===== src/rtl/xor_dual_read_mem.sv =====
module xor_dual_read_mem #(
  parameter int DATA_W = 16,
  parameter int ADDR_W = 6
) (
  input  logic              clk,
  input  logic              rst_n,
  input  logic [ADDR_W-1:0] rd0_addr,
  output logic [DATA_W-1:0] rd0_data,
  input  logic [ADDR_W-1:0] rd1_addr,
  output logic [DATA_W-1:0] rd1_data,
  input  logic              wr_en,
  input  logic [ADDR_W-1:0] wr_addr,
  input  logic [DATA_W-1:0] wr_data
);
  localparam int OFF_W = ADDR_W - 1;
  localparam int DEPTH = 1 << OFF_W;

  logic [DATA_W-1:0] lo_q  [DEPTH];
  logic [DATA_W-1:0] hi_q  [DEPTH];
  logic [DATA_W-1:0] par_q [DEPTH];

  logic             sel0, sel1, wsel, clash;
  logic [OFF_W-1:0] off0, off1, woff;
  logic [DATA_W-1:0] direct0, direct1, rebuilt1, wr_other;

  assign sel0 = rd0_addr[ADDR_W-1];
  assign sel1 = rd1_addr[ADDR_W-1];
  assign wsel = wr_addr[ADDR_W-1];
  assign off0 = rd0_addr[OFF_W-1:0];
  assign off1 = rd1_addr[OFF_W-1:0];
  assign woff = wr_addr[OFF_W-1:0];

  assign clash    = (sel0 == sel1);
  assign direct0  = sel0 ? hi_q[off0] : lo_q[off0];
  assign direct1  = sel1 ? hi_q[off1] : lo_q[off1];
  assign rebuilt1 = (sel1 ? lo_q[off1] : hi_q[off1]) ^ par_q[off1];
  assign wr_other = wsel ? lo_q[woff] : hi_q[woff];

  always_ff @(posedge clk) begin
    if (!rst_n) begin
      rd0_data <= '0;
      rd1_data <= '0;
      for (int k = 0; k < DEPTH; k++) begin
        lo_q[k]  <= '0;
        hi_q[k]  <= '0;
        par_q[k] <= '0;
      end
    end else begin
      rd0_data <= direct0;
      rd1_data <= clash ? rebuilt1 : direct1;
      if (wr_en) begin
        if (wsel) hi_q[woff] <= wr_data;
        else      lo_q[woff] <= wr_data;
        par_q[woff] <= wr_data ^ wr_other;
      end
    end
  end

  assert_parity_kept_R2: assert property (@(posedge clk) disable iff (!rst_n)
    $past(wr_en) |-> (par_q[$past(woff)] == (lo_q[$past(woff)] ^ hi_q[$past(woff)])));

  assert_rebuild_matches_R4: assert property (@(posedge clk) disable iff (!rst_n)
    clash |-> (rebuilt1 == direct1));

  assert_same_addr_equal_R5: assert property (@(posedge clk) disable iff (!rst_n)
    $past(rd0_addr == rd1_addr) |-> (rd0_data == rd1_data));

  assert_reset_clears_R7: assert property (@(posedge clk) disable iff (!rst_n)
    $past(!rst_n) |-> (rd0_data == '0 && rd1_data == '0));
endmodule


===== config.mk =====
export PLATFORM = sky130hd
export DESIGN_NAME = xor_dual_read_mem
export DESIGN_NICKNAME = d
export VERILOG_FILES = /design/src/rtl/xor_dual_read_mem.sv
export SDC_FILE = /design/constraint.sdc
export NUM_CORES = 2
export LEC_CHECK = 0
export ABC_CLOCK_PERIOD_IN_PS = 4500
export BUFFER_PORTS_ARGS = -buffer_cell sky130_fd_sc_hd__buf_2
export CAP_MARGIN = 5
export CELL_PAD_IN_SITES_DETAIL_PLACEMENT = 0
export CELL_PAD_IN_SITES_GLOBAL_PLACEMENT = 1
export CORE_ASPECT_RATIO = 0.7
export CORE_MARGIN = 3
export CORE_UTILIZATION = 40
export CTS_BUF_LIST = sky130_fd_sc_hd__clkbuf_4 sky130_fd_sc_hd__clkbuf_8
export CTS_CLUSTER_SIZE = 28
export DETAILED_ROUTE_END_ITERATION = 10
export MAX_ROUTING_LAYER = met4
export PLACE_DENSITY_LB_ADDON = 0.08
export SYNTH_ARGS = -nofsm -noshare
export SYNTH_HDL_FRONTEND = slang
export SYNTH_SLANG_ARGS = --single-unit

===== constraint.sdc =====
create_clock -name clk -period 4.5 [get_ports clk]
set_input_delay 0.45 -clock clk [delete_from_list [all_inputs] [get_ports clk]]
set_output_delay 0.45 -clock clk [all_outputs]
set_load 0.01 [all_outputs]

; ---- Word level (Yosys, flattened, before mapping)
; Memory sizes are Yosys's and may differ from the RTL's.
; Cells that the tools add are included.
; W data, S select, Z words.
[op_classes]
n_mux = 26
n_bitwise = 2
reduce_logical = 3
n_eq_ne = 1
[op_table]
columns = cell, n
row1 = $mux W16, 8
row2 = $reduce_or A16 Y1, 3
row3 = $xor A16 B16 Y16, 2
row4 = $mux W1, 15
row5 = $mux W5, 3
row6 = $eq A1 B1 Y1, 1
[word_totals]
input_bits = 37
elab_cells = 37
memories = 3
register_bits = 32
out_inout_bits = 32
ramBits = 1536
[memory_table]
columns = name, words, width, read_ports, rd_ports_with_merged_regs, wr, line
row1 = hi_q, 32, 16, 3, 0, 32, 19  ; logic [DATA_W-1:0] hi_q [DEPTH];
row2 = lo_q, 32, 16, 3, 0, 32, 18  ; logic [DATA_W-1:0] lo_q [DEPTH];
row3 = par_q, 32, 16, 1, 0, 32, 20  ; logic [DATA_W-1:0] par_q [DEPTH];

; ---- Longest topological paths before layout
[depth]
depth_word = 6
depth_mapped = 12
depth_no_buf = 7

; ---- Worst setup path before layout
; Ideal clock, no wire load.
[synth_path]
kind = input-to-reg
startpoint = input port wr_addr[0]
endpoint = memory lo_q[0][0], enable pin
setup_time_ps = 411
path_buffers = 3
path_stages = 6
arrival_ps = 2999
setup_slack_ps = 1090
required_time_ps = 4089
path_cell_list = buf_4 > buf_2 > buf_4 > nor3_2 > nand2_2 > o21ai_0
[synth_rtl]
columns = item, line
row1 = "start, declared", 12  ; input logic [ADDR_W-1:0] wr_addr,
row2 = "end, declared", 18

==> results.md <==
* Outcome: completed
* Total CTS buffers at 280
* Sequential cell area fraction in the yosys report at 0.5336
* Vias in the first global route at 58460
* Vias at 63530
* Ys Warns at 0
* # IOs at 69
* Row cnt at 143
* Prevailing post-synth register cell: edfxtp_1
* Worst Hold Class: primary input to register
* Worst slew margin at 0.2036
* Commonest non-fill, non-tap cells in the layout: edfxtp_1, mux2i_1, nor2_1
* Setup TNS at 0 ns
* Total GRT Usage at 0.3365
* Max Slew Vio Count at 0
* Setup crit end kind: register
* Largest area contributor in the netlist: edfxtp_1
* Top cells by area, synth: edfxtp_1, mux4_2, mux2i_1
* Die footprint at 224800 sq um
* Final Setup Violations at 0
* Routed wire per std cell at 38.00 microns
* Clock sink total at 1568
* # port buffers at 68
* Clk_lat worst skew at 0.96 ns
* Initial DRT Pass Iterations at 8
* Final period utilization at 0.8729
* Post-cts resize count at 0
* Syn nets at 6685
* Hold_buf cts at 0
* Origin of the worst setup path: hi_q[27][11]
* Critical R2R Launch: hi_q[27][11]
* Hold_sp: wr_data[6]
* CP required at 5.09 ns
* F_max at 254.6 MHz
* Leakage at 37.81 nW
* Tightest Pin Transition at 1.195 ns
* Starting DRC count in detailed routing at 10890
* GPL Wtd Cong at 0.9530
* Critical path class: register to register
* Htree depth at 5
* Die width at 565.5 microns
* Placed Area at 93110 sq um
* Distinct cells, synth at 52
* EDFF count, synth at 1536
* Root buf cell: clkbuf_8
* DRC at 0
* Area growth syn-to-layout at 12.45%
* Ys async rst share at 0
* Maximum VDD drop at 0.2318 mV
* Total Wirelength at 374.4 mm
* Crit path arrival time at 4.51 ns
* Clk buf depth at 4
* Post-CTS setup buffers at 0
* Minimum clock period at 3.928 ns
* Max Cap Violations at 0
* Final hold vios at 0
* Core Box Area at 217400 sq um
* CP Launch Type: register
* Detailed Place HPWL at 254.3 mm
* Seq cells post-synth at 1568
* Vias per inst at 6.447
* DIE HEIGHT at 397.6 microns
* Worst-path fanout max at 32
* Worst-path clk slew at 0.06 ns
* Pin count of the biggest net entering global routing at 119
* Initial antenna violation count at 55
* Worst Skew at 0.08672 ns
* Yosys top cell area share at 0.5263
* Mapped Cells at 6648
* CTS tree: built
* Initial Utilization at 0.4031
* Pwr/cell area at 375.5 nW/um^2
* First-pass GRT wire length at 507.7 mm
* Gr ovfl total at 0
* Nets at 6755
* Antenna viol nets, final at 0
* Ratio of cells with drive above 1 in the final layout at 0.2328
* Design Area, Final at 98550 sq um
* Mean Syn Cell Area at 13.18 sq um
* RSZ-0062 raised after global routing: no
* Mapped Area at 87640 sq um
* Commonest non-fill, non-tap cell in the layout: edfxtp_1
* Fillers at 19420
[power by group]
part	switching (W)	total (W)	internal, W
sequential	0.000455	0.0172	0.0167
combinational	0.00423	0.00631	0.00208
clock	0.00643	0.0135	0.00710
[cells in the mapped netlist, drive strengths merged, types with 2 or more instances]
| master | number |
|---|---|
| a211oi | 6 |
| clkbuf | 444 |
| o221ai | 18 |
| nand4 | 22 |
| inv | 3 |
| a22oi | 298 |
| o22ai | 34 |
| nand3 | 155 |
| a221o | 2 |
| xor2 | 7 |
| or3 | 17 |
| a21oi | 157 |
| mux2i | 798 |
| o211ai | 15 |
| nor2b | 5 |
| nand2 | 399 |
| a211o | 2 |
| and3 | 514 |
| dfxtp | 32 |
| and4 | 17 |
| a221oi | 7 |
| o21ai | 67 |
| nor3 | 5 |
| edfxtp | 1536 |
| and2 | 532 |
| mux4 | 594 |
| buf | 268 |
| nor4 | 16 |
| and3b | 4 |
| nand2b | 3 |
| nor3b | 2 |
| a22o | 5 |
| o31ai | 16 |
| xnor2 | 9 |
| nor2 | 615 |
| mux2 | 17 |
[metrics by stage]
| stage | total power [W] | util | setup WS (ns) | hold slack [ns] | instances |
|---|---|---|---|---|---|
| after floorplan | 0.02049 | - | 1.090 | 0.7001 | 6648 |
| after global placement | 0.02347 | 0.4283 | 0.1555 | 0.8465 | 9336 |
| after detailed placement | 0.02350 | 0.4283 | 0.1429 | 0.8425 | 9336 |
| after CTS | 0.03692 | 0.4529 | 0.7548 | 0.09807 | 9820 |
| after global routing | 0.03795 | 0.4532 | 0.6248 | 0.1483 | 9844 |
| final | 0.03700 | 0.4533 | 0.5721 | 0.1992 | 9854 |
[flip-flops by register name, summed over array words and instances, names as in the netlist]
name and flops:
hi_q 512, rd0_data 16, par_q 512, rd1_data 16
lo_q 512
[critical path: stages, from the launching register on]
cell	delay, ns
edfxtp_1	0.43
mux4_2	0.54
a22oi_1	0.52
o211ai_1	0.24
a21oi_1	0.41
buf_4	0.21
nor2_1	0.06
buf_4	0.17
xnor2_4	0.90
nor2_1	0.07
[metal layers]
metal / wire length (microns) / part of all wire / track usage
met4: 8058 / 0.022 / 0.07126
met3: 57530 / 0.15 / 0.1464
met5: 0 / 0 / -
met1: 166000 / 0.44 / 0.5066
met2: 142800 / 0.38 / 0.4084
[path summary, 6_finish.rpt]
kind / endpoint / slack, ns / cells past startpoint
setup / recovery: par_q[28][11] / 0.57 / 9
hold / removal: lo_q[8][6] / 0.20 / 2
setup reg to reg: par_q[28][11] / 0.57 / 9
hold reg to reg: rd0_data[14] / 1.20 / 4
[area by class of cell]
class / instances / area (sq um) / share of cell area
Clock inverter: 99 / 575.6 / 0.005840
Multi-Input combinational cell: 4365 / 38150 / 0.3871
Timing Repair Buffer: 500 / 4556 / 0.04623
Tap cell: 2900 / 3628 / 0.03682
Clock buffer: 385 / 4780 / 0.04850
Antenna cell: 34 / 85.08 / 0.0008633
Inverter: 3 / 11.26 / 0.0001143
Sequential cell: 1568 / 46760 / 0.4745
[cells by family (layout without fill, tap and decap cells)]
family / count (synthesis) / in the layout / share of synthesized area
xor+xnor: 16 / 16 / 0.002884
simple gates: 2308 / 2308 / 0.1344
compound gates: 632 / 632 / 0.04795
flops: 1568 / 1568 / 0.5336
mux: 1409 / 1409 / 0.2460
other cells: 0 / 34 / 0
buf+inv: 715 / 987 / 0.03515
(Power assumes the default switching activity.)
